`config.mk`:
```
export PLATFORM = sky130hd
export DESIGN_NAME = usb_stall_ctrl
export DESIGN_NICKNAME = d
export VERILOG_FILES = /design/src/rtl/usb_stall_pkg.sv /design/src/rtl/stall_flag_bank.sv /design/src/rtl/stall_hs_sel.sv /design/src/rtl/stall_req_ctl.sv /design/src/rtl/usb_stall_ctrl.sv
export SDC_FILE = /design/constraint.sdc
export NUM_CORES = 1
export LEC_CHECK = 0
export ABC_AREA = 1
export BUFFER_PORTS_ARGS = -buffer_cell sky130_fd_sc_hd__buf_2
export CAP_MARGIN = 20
export CORE_ASPECT_RATIO = 0.5
export CORE_MARGIN = 1
export CORE_UTILIZATION = 40
export DETAILED_ROUTE_END_ITERATION = 8
export HOLD_SLACK_MARGIN = 0.1
export PLACE_DENSITY = 0.68
export REMOVE_ABC_BUFFERS = 1
export SETUP_SLACK_MARGIN = 0.5
export SLEW_MARGIN = 40
export SYNTH_ARGS = -nofsm -noshare
export SYNTH_HDL_FRONTEND = slang
export SYNTH_SLANG_ARGS = --single-unit
```
`constraint.sdc`:
```
create_clock -name clk -period 1.9 [get_ports clk]
set_clock_uncertainty 0.15 [all_clocks]
set_input_delay 0.19 -clock clk [delete_from_list [all_inputs] [get_ports clk]]
set_output_delay 0.19 -clock clk [all_outputs]
set_load 0.05 [all_outputs]
```
`src/rtl/usb_stall_pkg.sv`:
```
package usb_stall_pkg;

  typedef enum logic [1:0] {
    XT_CTRL = 2'b00,
    XT_ISO  = 2'b01,
    XT_BULK = 2'b10,
    XT_INTR = 2'b11
  } xfer_t;

  typedef enum logic [1:0] {
    RQ_NONE     = 2'b00,
    RQ_SET_HALT = 2'b01,
    RQ_CLR_HALT = 2'b10,
    RQ_GET_STAT = 2'b11
  } req_t;

  localparam logic [3:0] PID_ACK   = 4'b0010;
  localparam logic [3:0] PID_NAK   = 4'b1010;
  localparam logic [3:0] PID_STALL = 4'b1110;

  // flag layout: 0 = endpoint zero, 1..nb = OUT ep, nb+1..2nb = IN ep
  function automatic int flag_index(input int ep, input logic dir, input int nb);
    if (ep == 0) return 0;
    else if (dir) return nb + ep;
    else return ep;
  endfunction

endpackage

```
`src/rtl/stall_flag_bank.sv`:
```
module stall_flag_bank
  import usb_stall_pkg::*;
#(
  parameter int NUM_EP = 8,
  parameter int EP_W   = 4,
  localparam int NB    = NUM_EP - 1,
  localparam int NF    = 2 * NB + 1,
  localparam int IDX_W = $clog2(NF)
) (
  input  logic            clk,
  input  logic            rst,
  input  logic            cpu_wr,
  input  logic [EP_W:0]   cpu_addr,
  input  logic            cpu_wstall,
  input  logic [NF-1:0]   set_vec,
  input  logic [NF-1:0]   clr_vec,
  output logic [NF-1:0]   flags,
  output logic [7:0]      cpu_rdata
);

  logic             cpu_known;
  logic [IDX_W-1:0] cpu_idx;
  logic [NF-1:0]    cpu_hit;

  always_comb begin
    cpu_known = int'(cpu_addr[EP_W-1:0]) < NUM_EP;
    cpu_idx   = IDX_W'(flag_index(int'(cpu_addr[EP_W-1:0]), cpu_addr[EP_W], NB));
  end

  for (genvar f = 0; f < NF; f++) begin : g_flag
    assign cpu_hit[f] = cpu_wr && cpu_known && (int'(cpu_idx) == f);

    always_ff @(posedge clk) begin
      if (rst)               flags[f] <= 1'b0;
      else if (cpu_hit[f])   flags[f] <= cpu_wstall;
      else if (set_vec[f])   flags[f] <= 1'b1;
      else if (clr_vec[f])   flags[f] <= 1'b0;
    end
  end

  always_ff @(posedge clk) begin
    if (rst)            cpu_rdata <= 8'h00;
    else if (cpu_known) cpu_rdata <= {7'b0, flags[cpu_idx]};
    else                cpu_rdata <= 8'h00;
  end

endmodule

```
`src/rtl/stall_hs_sel.sv`:
```
module stall_hs_sel
  import usb_stall_pkg::*;
#(
  parameter int NUM_EP = 8,
  parameter int EP_W   = 4,
  localparam int NB    = NUM_EP - 1,
  localparam int NF    = 2 * NB + 1,
  localparam int IDX_W = $clog2(NF)
) (
  input  logic            clk,
  input  logic            rst,
  input  logic            tx_valid,
  input  logic [EP_W-1:0] tx_ep,
  input  logic            tx_dir,
  input  logic [1:0]      tx_type,
  input  logic            tx_ready,
  input  logic [NF-1:0]   flags,
  output logic            ep0_clr,
  output logic            hs_valid,
  output logic [3:0]      hs_pid
);

  logic             known;
  logic             answer;
  logic             halted;
  logic [IDX_W-1:0] idx;
  logic [3:0]       pid_nxt;

  always_comb begin
    known   = int'(tx_ep) < NUM_EP;
    idx     = IDX_W'(flag_index(int'(tx_ep), tx_dir, NB));
    answer  = tx_valid && known && (xfer_t'(tx_type) != XT_ISO);
    halted  = flags[idx];
    if (halted)        pid_nxt = PID_STALL;
    else if (tx_ready) pid_nxt = PID_ACK;
    else               pid_nxt = PID_NAK;
    ep0_clr = answer && halted && (idx == '0);
  end

  always_ff @(posedge clk) begin
    if (rst) begin
      hs_valid <= 1'b0;
      hs_pid   <= 4'h0;
    end else begin
      hs_valid <= answer;
      hs_pid   <= answer ? pid_nxt : 4'h0;
    end
  end

endmodule

```
`src/rtl/stall_req_ctl.sv`:
```
module stall_req_ctl
  import usb_stall_pkg::*;
#(
  parameter int NUM_EP = 8,
  parameter int EP_W   = 4,
  localparam int NB    = NUM_EP - 1,
  localparam int NF    = 2 * NB + 1,
  localparam int IDX_W = $clog2(NF)
) (
  input  logic          clk,
  input  logic          rst,
  input  logic          req_valid,
  input  logic [1:0]    req_code,
  input  logic [7:0]    req_index,
  input  logic [NF-1:0] flags,
  output logic [NF-1:0] set_vec,
  output logic [NF-1:0] clr_vec,
  output logic          sts_valid,
  output logic [7:0]    sts_byte0,
  output logic [7:0]    sts_byte1,
  output logic [NB-1:0] tgl_clr
);

  logic             known;
  logic [EP_W-1:0]  ep;
  logic [IDX_W-1:0] idx;
  req_t             code;
  logic [NB-1:0]    tgl_nxt;

  always_comb begin
    ep    = req_index[EP_W-1:0];
    known = ((req_index[6:0] >> EP_W) == 7'd0) && (int'(ep) < NUM_EP);
    idx   = IDX_W'(flag_index(int'(ep), req_index[7], NB));
    code  = req_t'(req_code);
  end

  for (genvar f = 0; f < NF; f++) begin : g_dec
    assign set_vec[f] = req_valid && known && (code == RQ_SET_HALT) && (int'(idx) == f);
    assign clr_vec[f] = req_valid && known && (code == RQ_CLR_HALT) && (int'(idx) == f);
  end

  for (genvar n = 0; n < NB; n++) begin : g_tgl
    assign tgl_nxt[n] = req_valid && known && (code == RQ_CLR_HALT) && (int'(ep) == n + 1);
  end

  always_ff @(posedge clk) begin
    if (rst) begin
      sts_valid <= 1'b0;
      sts_byte0 <= 8'h00;
      sts_byte1 <= 8'h00;
      tgl_clr   <= '0;
    end else begin
      sts_valid <= req_valid && (code == RQ_GET_STAT);
      sts_byte0 <= (req_valid && (code == RQ_GET_STAT) && known) ? {7'b0, flags[idx]} : 8'h00;
      sts_byte1 <= 8'h00;
      tgl_clr   <= tgl_nxt;
    end
  end

endmodule

```
`src/rtl/usb_stall_ctrl.sv`:
```
module usb_stall_ctrl
  import usb_stall_pkg::*;
#(
  parameter int NUM_EP = 8,
  parameter int EP_W   = 4
) (
  input  logic              clk,
  input  logic              rst,
  input  logic              cpu_wr,
  input  logic [EP_W:0]     cpu_addr,
  input  logic              cpu_wstall,
  output logic [7:0]        cpu_rdata,
  input  logic              req_valid,
  input  logic [1:0]        req_code,
  input  logic [7:0]        req_index,
  output logic              sts_valid,
  output logic [7:0]        sts_byte0,
  output logic [7:0]        sts_byte1,
  output logic [NUM_EP-2:0] tgl_clr,
  input  logic              tx_valid,
  input  logic [EP_W-1:0]   tx_ep,
  input  logic              tx_dir,
  input  logic [1:0]        tx_type,
  input  logic              tx_ready,
  output logic              hs_valid,
  output logic [3:0]        hs_pid
);

  localparam int NB = NUM_EP - 1;
  localparam int NF = 2 * NB + 1;

  logic [NF-1:0] flags;
  logic [NF-1:0] req_set;
  logic [NF-1:0] req_clr;
  logic [NF-1:0] clr_all;
  logic          ep0_clr;

  assign clr_all = req_clr | {{(NF-1){1'b0}}, ep0_clr};

  stall_flag_bank #(.NUM_EP(NUM_EP), .EP_W(EP_W)) u_bank (
    .clk(clk), .rst(rst),
    .cpu_wr(cpu_wr), .cpu_addr(cpu_addr), .cpu_wstall(cpu_wstall),
    .set_vec(req_set), .clr_vec(clr_all),
    .flags(flags), .cpu_rdata(cpu_rdata)
  );

  stall_req_ctl #(.NUM_EP(NUM_EP), .EP_W(EP_W)) u_req (
    .clk(clk), .rst(rst),
    .req_valid(req_valid), .req_code(req_code), .req_index(req_index),
    .flags(flags), .set_vec(req_set), .clr_vec(req_clr),
    .sts_valid(sts_valid), .sts_byte0(sts_byte0), .sts_byte1(sts_byte1),
    .tgl_clr(tgl_clr)
  );

  stall_hs_sel #(.NUM_EP(NUM_EP), .EP_W(EP_W)) u_hs (
    .clk(clk), .rst(rst),
    .tx_valid(tx_valid), .tx_ep(tx_ep), .tx_dir(tx_dir),
    .tx_type(tx_type), .tx_ready(tx_ready), .flags(flags),
    .ep0_clr(ep0_clr), .hs_valid(hs_valid), .hs_pid(hs_pid)
  );

endmodule

```
## Word level (Yosys, flattened, before mapping)

Index checks and enable logic that the tools add are counted.

- Bits in latches: 0
- RAM bits: 0
- Output and inout port bits: 37
- Register bits: 44
- Logic and storage cells: 224
- Input port bits: 29
- Memories kept: 0
- Bits in read-only memories: 0

- Reduce and logical (&&, ||, !) cells: 89
- $lt $le $gt $ge: 6
- $add $sub $neg: 3
- Multiply operators: 0
- Bitwise gates (word level): 4
- Divide/modulo/power cells: 0
- Shift-type cells: 0
- Muxes and demuxes: 59
- Equal/unequal tests: 39

Operator list:

| kind | number |
|---|---|
| $eq 4x4->1 const B | 20 |
| $logic_and 1x1->1 | 63 |
| $mux 1 | 48 |
| $reduce_bool 3->1 | 15 |
| $eq 4x3->1 const B | 10 |
| $mux 4 | 8 |
| $logic_not 4->1 | 6 |
| $eq 4x2->1 const B | 5 |
| $lt 4x5->1 const B | 3 |
| $or 15x1->15 | 1 |
| $add 3x4->4 const A | 3 |
| $bmux 1 s4 | 3 |
| $lt 4x4->1 const B | 3 |
| $logic_not 7->1 | 1 |
| $reduce_or 2->1 | 3 |
| $eq 2x2->1 const B | 2 |
| $not 1->1 | 3 |
| $reduce_or 3->1 | 1 |
| $eq 2x1->1 const B | 1 |
| $ne 2x1->1 const B | 1 |

## Logic depth before layout (Yosys ltp)

Gate-level depths: netlist of the first run.

- Word-level depth: 11
- Depth in mapped cells: 13
- Gate-level depth less buffers: 13

## Hierarchy

Synthesis of the first run repeated with hierarchy kept, for this count alone.

- Cell total of the unflattened synthesis: 484
- Area total of the unflattened synthesis: 2860.2 µm²

By module, submodules not included:

| module | seq. area each (µm²) | times used | area an instance (µm²) | cells each |
|---|---|---|---|---|
| stall_flag_bank | 320.3 | 1 | 1255.0 | 206 |
| stall_req_ctl | 180.2 | 1 | 1063.5 | 180 |
| stall_hs_sel | 80.1 | 1 | 530.5 | 95 |
| usb_stall_ctrl | 0.0 | 1 | 11.3 | 3 |

## Worst setup path before layout of the first run

Ideal clock, no wire load.

- Path kind: input port to flip-flop
- Start: input req_index[0]
- End: register u_bank.flags[11]
- Stages: 13
- Path slack: 267 ps
- Buffers on the path: 0
- Required time: 1641 ps
- Setup time: 109 ps
- Arrival: 1374 ps
- Cell sequence: inv_1 ha_1 nand2_1 xor2_1 nor2_4 inv_4 nand2_1 nor2_1 nand2_1 nand3_1 nand3_1 nand2_1 inv_1

- Cells in the longest elaborated chain, start to end: 7
- Elaborated cells between the ends (all ways): 16
- Classes of those cells: 1 x add/sub; 1 x order compare; 1 x eq/ne; 4 x mux; 1 x bitwise; 8 x reduce/logical

Ends and longest elaborated chain:

| what | RTL line | RTL |
|---|---|---|
| start, declared | usb_stall_ctrl.sv:15 | `input logic [7:0] req_index,` |
| $add 3x4->4 / $lt 4x4->1 (equally long branches) | usb_stall_pkg.sv:24, stall_req_ctl.sv:32 |  |
| $mux 4 / $logic_and 1x1->1 (equally long branches) | usb_stall_pkg.sv:24, stall_req_ctl.sv:32 |  |
| $mux 4 / $logic_and 1x1->1 (equally long branches) | usb_stall_pkg.sv:23, stall_req_ctl.sv:38, stall_req_ctl.sv:39 |  |
| $eq 4x4->1 (tied with other cells) | stall_req_ctl.sv:38, stall_req_ctl.sv:39 |  |
| $logic_and 1x1->1, on equally long branches | stall_req_ctl.sv:39, stall_req_ctl.sv:38 |  |
| $or 15x1->15 / $mux 1 (equally long branches) | usb_stall_ctrl.sv:38, stall_flag_bank.sv:36 |  |
| $reduce_bool 3->1 (no source line) / $mux 1 (equally long branches) | - |  |
| end signal, assigned by index | stall_flag_bank.sv:35 | `else if (cpu_hit[f]) flags[f] <= cpu_wstall;` |
| end, declared | stall_flag_bank.sv:17 | `output logic [NF-1:0] flags,` |

Several ways; a longest one is shown, not always the timed one.
A chain may end at the register's enable or synchronous reset.

## Worst setup path in the final report of the first run

- Start: input cpu_addr[0]
- End: register u_bank.flags[10]

- Cells in the longest elaborated chain, start to end: 6
- Elaborated cells between the ends (all ways): 10
- Classes of those cells: 1 x add/sub; 1 x order compare; 1 x eq/ne; 3 x mux; 4 x reduce/logical

Ends and longest elaborated chain:

| what | RTL line | RTL |
|---|---|---|
| start, declared | usb_stall_ctrl.sv:10 | `input logic [EP_W:0] cpu_addr,` |
| $add 3x4->4 | usb_stall_pkg.sv:24 | `else if (dir) return nb + ep;` |
| $mux 4 | usb_stall_pkg.sv:24 |  |
| $mux 4 | usb_stall_pkg.sv:23 | `if (ep == 0) return 0;` |
| $eq 4x4->1 | stall_flag_bank.sv:31 | `assign cpu_hit[f] = cpu_wr && cpu_known && (int'(cpu_idx) == f);` |
| $logic_and 1x1->1 (*) | stall_flag_bank.sv:31 |  |
| $reduce_bool 3->1 (no source line) / $mux 1 (equally long branches) | - |  |

Mark *: on every way between the ends. The rest lies on a longest branch, timed or not.

==> results of run 1 <==
[kinds of logic (layout without fill, tap and decap cells)]
kind of cell               Yosys count  after routing  share of synthesized area
and+or+nand+nor                    283            283                      0.514
buffers and inverters               79            141                      0.154
AOI/OAI and AO/OA                   30             30                     0.0674
DFF                                 29             29                      0.230
adders and majority gates            6              6                     0.0297
other                                1             23                    0.00149
xor gates and xnor gates             1              1                    0.00347
[final timing paths]
path	cells after the start	end	from
worst max register to register	9	u_bank.flags[0]$_SDFFE_PP0P_	u_bank.flags[3]$_SDFFE_PP0P_
worst max-delay path	14	u_bank.flags[10]$_SDFFE_PP0P_	cpu_addr[0]
worst min register to register	2	u_bank.flags[3]$_SDFFE_PP0P_	u_bank.flags[3]$_SDFFE_PP0P_
worst min-delay path	4	u_hs.hs_pid[3]$_SDFF_PP0_	tx_type[0]
[power by group through the flow]
stage	logic, W	clock network, W	registers (W)
after floorplan	0.000343	0	0.000648
after detailed placement	0.000487	0	0.000638
after global placement	0.000485	0	0.000638
after CTS	0.000570	0.000846	0.000626
after global routing	0.000755	0.000866	0.000626
final	0.000707	0.000842	0.000626
[placed cells by master, fill, tap and decap left out, types with 2 or more instances in the layout]
cell	n
a21oi_1	7
nor2_1	20
clkbuf_16	5
nand2_4	10
clkbuf_8	2
dlygate4sd3_1	6
a21oi_2	4
inv_2	12
ha_1	3
buf_6	7
buf_4	29
nor2_2	7
nor3_1	8
o21ai_0	2
nand3_2	16
o21ai_1	7
inv_4	11
conb_1	23
nand2_2	16
ha_4	3
inv_1	26
nand2_1	134
nand3_1	35
dfxtp_1	29
nand3b_1	3
nand4_1	5
buf_2	36
a31oi_1	8
nor2_4	17
nor3_2	5
clkinv_4	2
nand3_4	4
buf_8	2
[final cells by class]
| type | instances | area (µm²) | share of cell area |
|---|---|---|---|
| clock buffers | 7 | 153 | 0.0411 |
| clock inverters | 1 | 5.00 | 0.00135 |
| inverters | 52 | 238 | 0.0641 |
| multi-input cells | 343 | 2040 | 0.549 |
| flip-flops and latches | 29 | 581 | 0.156 |
| well taps | 88 | 110 | 0.0297 |
| repair buffers | 81 | 587 | 0.158 |
[what timing repair did]
item | in CTS | in global routing
hold endpoints to repair | 4 | 0
setup buffers | 6 | 12
resized for setup | 58 | 72
pin swaps | 24 | 27
hold buffers | 6 | 0
endpoints found under the setup margin | 19 | 19
[state kept, by name (all words and copies together) (netlist names)]
register          count
u_bank.flags         15
u_req.tgl_clr         7
u_hs.hs_pid           3
u_bank.cpu_rdata      1
u_hs.hs_valid         1
u_req.sts_byte0       1
u_req.sts_valid       1
[routing by layer]
| metal | vias up | global-route usage |
|---|---|---|
| met4 | 0 | 0.0408 |
| met1 | 1332 | 0.301 |
| met5 | - | 0 |
| met2 | 170 | 0.379 |
| met3 | 18 | 0.0533 |
| li1 | 1491 | - |
[critical path: cells and delay by family]
family	cells	cell delay [ns]
AO/OA/AOI/OAI	1	0.17
adder cells (fa/ha/maj)	1	0.14
buffers and inverters	4	0.27
AND/OR/NAND/NOR	8	0.79
[metrics by stage]
stage | hold WS (ns) | setup slack [ns] | power, W | util
final | 0.122 | 0.371 | 0.00217 | 0.610
after detailed placement | 0.223 | 0.0163 | 0.00113 | 0.469
after global placement | 0.223 | 0.0318 | 0.00112 | 0.469
after floorplan | 0.109 | 0.264 | 0.000991 | -
after global routing | 0.148 | 0.323 | 0.00225 | 0.610
after CTS | 0.108 | 0.473 | 0.00204 | 0.551
==> metrics list, run 1 <==
- Asr flop ratio synth: 0
* Total via count in the routed design: 3011
- Met3 routed wirelength: 779 µm
* Relative contribution of combinational cells to total power: 0.325
- At the worst endpoint, the required time is 1.96 ns.
- Residual overflow from global routing: 0
- Of the total power, the clock network draws 0.387.
- Distinct cell type count after synthesis: 30
* Area share of the largest cell type after synthesis: 0.231
* Routed wire length: 7880 µm
* Instance area after placement: 2850 µm²
- The worst hold path belongs to the class primary input to flip-flop.
- The worst path in the final design needs a cycle of 1.53 ns, including I/O delays and setup.
* Number of global-route vias before repair: 2494
* Outcome: finished clean
- GR Util All Layers: 0.226
* Fin. max-slew vios: 0
- Most frequent cell after synthesis: nand2_1
- Iteration-0 DRC count of the detailed router: 253
* EDFF count, synth: 0
- TritonCTS built the clock tree.
- Metal-1 WL: 3350 µm
- The internal power of the cells totals 0.00141 W.
* Non-filler cells in the finished layout: 601
- Port buffering added 42 buffers.
* Peak per-stage delay on the critical path: 0.20 ns
* Mapped Area: 2520 µm²
- The first global-routing pass estimated 11700 µm of wire.
* Area added between synthesis and finish: 47.0%
- Number of warnings issued by yosys: 0
- Maximum vdd ir drop: 0.000354 V
* Max Buffers Root-to-Sink: 2
- RSZ-0062 raised after global routing: yes
- A synthesized cell averages 5.88 µm².
* Critical path's slowest cell: nor2_4
- The final count of hold timing violations is 0.
- In this run the power spent charging and discharging nets is 0.000766 W.
- 0 antenna diodes ended up in the layout.
- The finished cells cover 3710 µm².
* Switching fraction of total power: 0.352
- In the finished design, the share of the clock period the worst path needs comes to 0.805.
- The first detailed-routing pass took 5 iterations.
- Placed cell count: 569
- GPL Wtd Cong: 0.957
* Clock latency at the later pin of the worst-skew pair: 0.28 ns
- Dividing the detail-routed wire length by the instance count gives 13.1 µm.
- The largest total area in the synthesized netlist belongs to nand2_1.
- In the final timing run, aggregate negative setup slack is 0 ns.
- Maximum fanout encountered on the critical timing path: 3
- For this run, the top clock speed supported by timing is 654 MHz.
* Final-report setup violation count: 0
- In this run the remaining antenna-violating nets after routing total 0.
- Post-Syn Instances: 429
- The clock tree synthesis step divided the H-tree into 2 levels.
- After synthesis, the most frequently instantiated cells are nand2_1, nand3_1, inv_1.
- Register-to-register path setup slack: 0.55 ns
- The die covers 6650 µm².
- Max-cap viol count: 0
- The tree built by TritonCTS fans out to 29 sinks.
- Top layer used by detailed routing: met4
- Kind of capture point of the worst setup path: flip-flop
* Part of the power in registers: 0.288
* Cell-by-cell trace of the critical path: buf_8 > inv_6 > ha_4 > nand2_2 > o21bai_4 > nand2_4 > inv_4 > nor2_4 > inv_4 > nor2_4 > nor2_1 > nand2_1 > nand2_1 > nor2_1
* Clock transition at the registers of the reported paths: 0.05 ns
- The initial utilization of the core area, before any placement, comes to 0.415.
- Summed over all nets, wire length on met2 after detailed routing comes to 3550 µm.
- For this run, the leading register cell type out of synthesis is dfxtp_1.
- Worst setup SP type: primary input
- I/O pin count: 66
* Antenna violations before repair: 0
- Largest cells by area after synthesis: nand2_1, dfxtp_1, nand3_1, buf_4, inv_1
- TritonCTS created 5 clock buffers.
- In the routed layout, each cell is associated on average with a via count of 5.01.
- Total of flip-flops plus latches after synthesis: 29
- Of the cells placed in the final design, the portion with a size suffix greater than 1 is 0.382.
- Once detailed placement completed, the half-perimeter wirelength came to 5130 µm.
- Total number of nets in the final design: 547
- Fill cells in the final layout number 536.
- Data arrives at the worst endpoint at 1.59 ns.
- Lkg Pwr: 1.78 nW
* Vert. Die Dim: 58.2 µm
- Maximum number of pins on one net before global-route repair: 16
* Core ar.: 6080 µm²
- Remaining design rule violation count: 0
- The worst setup path is of the primary input to flip-flop kind.
- For this design the ratio of total power to cell area is 586 nW/µm².
* Proportion of synthesized chip area in sequential cells: 0.230
- The floorplan step set the die width to 114 µm.
- Cell chosen for the clock root: clkbuf_16
- After floorplanning, the core was divided into 20 placement rows.
Power figures use the tool's default switching activity.
==> inputs of run 2 (changes only) <==
Clock period 1.9 ns to 1.54 ns, I/O delays scaled along.
==> run 2 against run 1 <==
The flow now finishes with violations (hold timing). Cell count is 5.0% higher. Combinational power is 41% higher. Non-clock buffer count is 29 higher. Clock power is 14% higher. Worst hold slack worse by 0.13 ns. Critical path depth is 6 lower. Cell area is 12% higher. Core utilization is 7.5 points higher. Wire length is 13% higher. Power is 26% higher. Clock-buffer cell count is 1 lower. Flip-flop and latch count stayed put. Largest cell class unchanged.
==> metrics list, run 2 (synthesized netlist as in run 1, its figures left out) <==
- Number of buffers added on ports: 42 (unchanged)
* Core ar.: 6080 µm² (unchanged)
- The final RePlAce weighted congestion is 0.985 (+2.9%).
- Iteration-0 DRC count of the detailed router: 291 (+15%)
* Most used cell along the critical path: nand2_1
* Delay-heaviest family, CP: flip-flops
- Standard-cell row count: 20 (unchanged)
- For the finished layout, the period the worst path requires is 1.46 ns.
- I/O pin count: 66 (unchanged)
* Total number of nets in the final design: 577 (+5.5%)
* Clock latency at the later pin of the worst-skew pair: 0.28 ns (about the same)
* Number of global-route vias before repair: 2817 (+13%)
* Diode count: 0 (unchanged)
- The hold buffer count at cts was 2 (-4).
* Antenna violations before repair: 0 (unchanged)
* Average via count per standard cell: 5.08 (+1.3%)
* Most frequent standard cell in the layout excluding fill and tap cells: nand2_1
- TritonCTS built the clock tree.
- Number of H-tree branching levels: 2 (unchanged)
- Maximum number of pins on one net before global-route repair: 16 (unchanged)
* Half-perimeter wire length of the detailed placement result: 5330 µm (+3.8%)
* RSZ-0062 raised after global routing: yes
- From synthesis to final layout, the design area changed by 65.0%.
- Final core utilization: 0.685 (+0.0747)
* Final hold slack: -0.00522 ns (-0.127 ns)
* Cell-by-cell trace of the critical path: inv_1 > o21ai_2 > nand2_1 > nand3_1 > nand2_1 > nand2_1 > nand2_1 > a21oi_2
- The leakage power was 1.95 nW (+9.5%).
- Effective utilization at floorplan: 0.415 (unchanged)
- The die area came to 6650 µm² (unchanged).
* 1st-pass router iterations: 5 (unchanged)
- Horizontal die dimension: 114 µm (unchanged)
* Commonest non-fill, non-tap cells in the layout: nand2_1, buf_4, nand3_1, inv_1
- The fraction of final layout cells with drive strength greater than 1 is 0.484 (+0.102).
- The power per standard cell area is 659 nW/µm² (+12%).
- Number of flip-flops under the largest register name: 15 (unchanged)
- The overall power was 0.00274 W (+26%).
* Critical path class: flip-flop to flip-flop
* Max Buffers Root-to-Sink: 2 (unchanged)
- Biggest register: u_bank.flags
* Vert. Die Dim: 58.2 µm (unchanged)
- Worst setup SP type: flip-flop
- The final wirelength is 8940 µm (+13%).
- Total via count in the routed design: 3203 (+6.4%)
- The critical-path maximum fanout came to 4 (+1).
- The worst setup path is captured at a flip-flop.
- Clock tree sinks: 29 (unchanged)
* Remaining design rule violation count: 0 (unchanged)
- Wire length of the first global-routing pass: 12900 µm (+10%)
- Mean routed wirelength per cell: 14.2 µm (+8.1%)
* Clock transition at the registers of the reported paths: 0.05 ns (about the same)
- The total routing usage reported by global routing was 0.249 (+0.0230).
- Derived from the worst setup path, the maximum achievable clock frequency is 684 MHz.
- Sum of buffers and inverters on the critical path: 1 (-3)
- The total grt overflow was 0 (unchanged).
- The number of routed nets with antenna violations was 0 (unchanged).
- The final-report setup violation count is 0 (unchanged).
- Violations in the final reports: hold timing
- Worst EP required: 1.60 ns (-0.36 ns)
- Maximum vdd ir drop: 0.000397 V (+12%)
* Cell chosen for the clock root: clkbuf_16
- The final number of max-transition violations was 0 (unchanged).
- In the finished design, the share of the clock period the worst path needs comes to 0.949.
- The clock buffer count from CTS was 5 (unchanged).
- The largest registers in the layout are u_bank.flags (15), u_req.tgl_clr (7), u_hs.hs_pid (3).
- The flow ran to the end, but the final reports show violations.
- The reported max-cap violation count was 0 (unchanged).
- The highest cell delay on the worst timing path came to 0.46 ns (+0.26 ns).
- Signal arrival time at the worst endpoint: 1.52 ns (-0.07 ns)
* Number of hold-slack violations in the final timing report: 1 (+1)
- For this design, the slowest cell found on the critical path is dfxtp_1.
- In this run the worst hold path is classified as primary input to flip-flop.
[run 2: changes by cell type in the layout (fill, tap and decap cells not counted), sizes merged]
cell / delta
dlygate4sd3: -4
buf: +32
clkinv: -1
nand3: +1
inv: +2
[run 2: what timing repair did]
item	4_1_cts	5_1_grt
setup endpoints to repair	40	40
gates resized for setup	120	95
cloned	1	0
endpoints found under the hold margin	11	6
setup buffers	11	8
pin swaps	32	36
[run 2: worst register-to-register path, stage by stage, from the launching register on]
cell and delay [ns]:
dfxtp_1 0.46, inv_1 0.10, o21ai_2 0.20, nand2_1 0.10
nand3_1 0.09, nand2_1 0.06, nand2_1 0.06, nand2_1 0.06
a21oi_2 0.11
[run 2: metrics by stage]
stage | setup WS [ns] | cells | TNS, ns | cell area, µm²
final | 0.0782 | 631 | 0 | 4160
after floorplan | -0.0599 | 424 | -0.268 | 2420
after CTS | 0.154 | 623 | 0 | 3750
after global placement | -0.253 | 601 | -3.29 | 3090
after detailed placement | -0.279 | 601 | -3.65 | 3090
after global routing | 0.0131 | 631 | 0 | 4160
[run 2: routing by layer]
| metal | GRT usage | wire (µm) | vias up | share of wire |
|---|---|---|---|---|
| li1 | - | - | 1557 | - |
| met1 | 0.318 | 3660 | 1437 | 0.41 |
| met2 | 0.408 | 4290 | 173 | 0.48 |
| met3 | 0.0628 | 713 | 36 | 0.080 |
| met4 | 0.100 | 268 | 0 | 0.030 |
| met5 | 0 | 0 | - | 0 |
[run 2: layout make-up]
class / count / area (µm²)
clock buffer: 6 / 129
clock inverter: 2 / 10.0
fill: 484 / 1920
inverter: 52 / 233
multi-input combinational: 344 / 2140
sequential: 29 / 602
tap: 88 / 110
timing repair buffer: 110 / 936
[run 2: final timing paths]
path / startpoint / to / slack [ns] / depth (start not counted)
worst max-delay path: u_bank.flags[11]$_SDFFE_PP0P_ / u_req.sts_byte0[0]$_SDFF_PP0_ / 0.08 / 8
worst min-delay path: req_valid / u_req.sts_valid$_SDFF_PP0_ / -0.005 / 3
worst max register to register: u_bank.flags[11]$_SDFFE_PP0P_ / u_req.sts_byte0[0]$_SDFF_PP0_ / 0.08 / 8
worst min register to register: u_bank.flags[3]$_SDFFE_PP0P_ / u_bank.flags[3]$_SDFFE_PP0P_ / 0.37 / 2
[run 2: report_power, final]
group | total (W) | internal (W) | switching [W]
Sequential | 0.000776 | 0.000763 | 0.0000129
Clock | 0.000964 | 0.000593 | 0.000371
Combinational | 0.00100 | 0.000377 | 0.000627
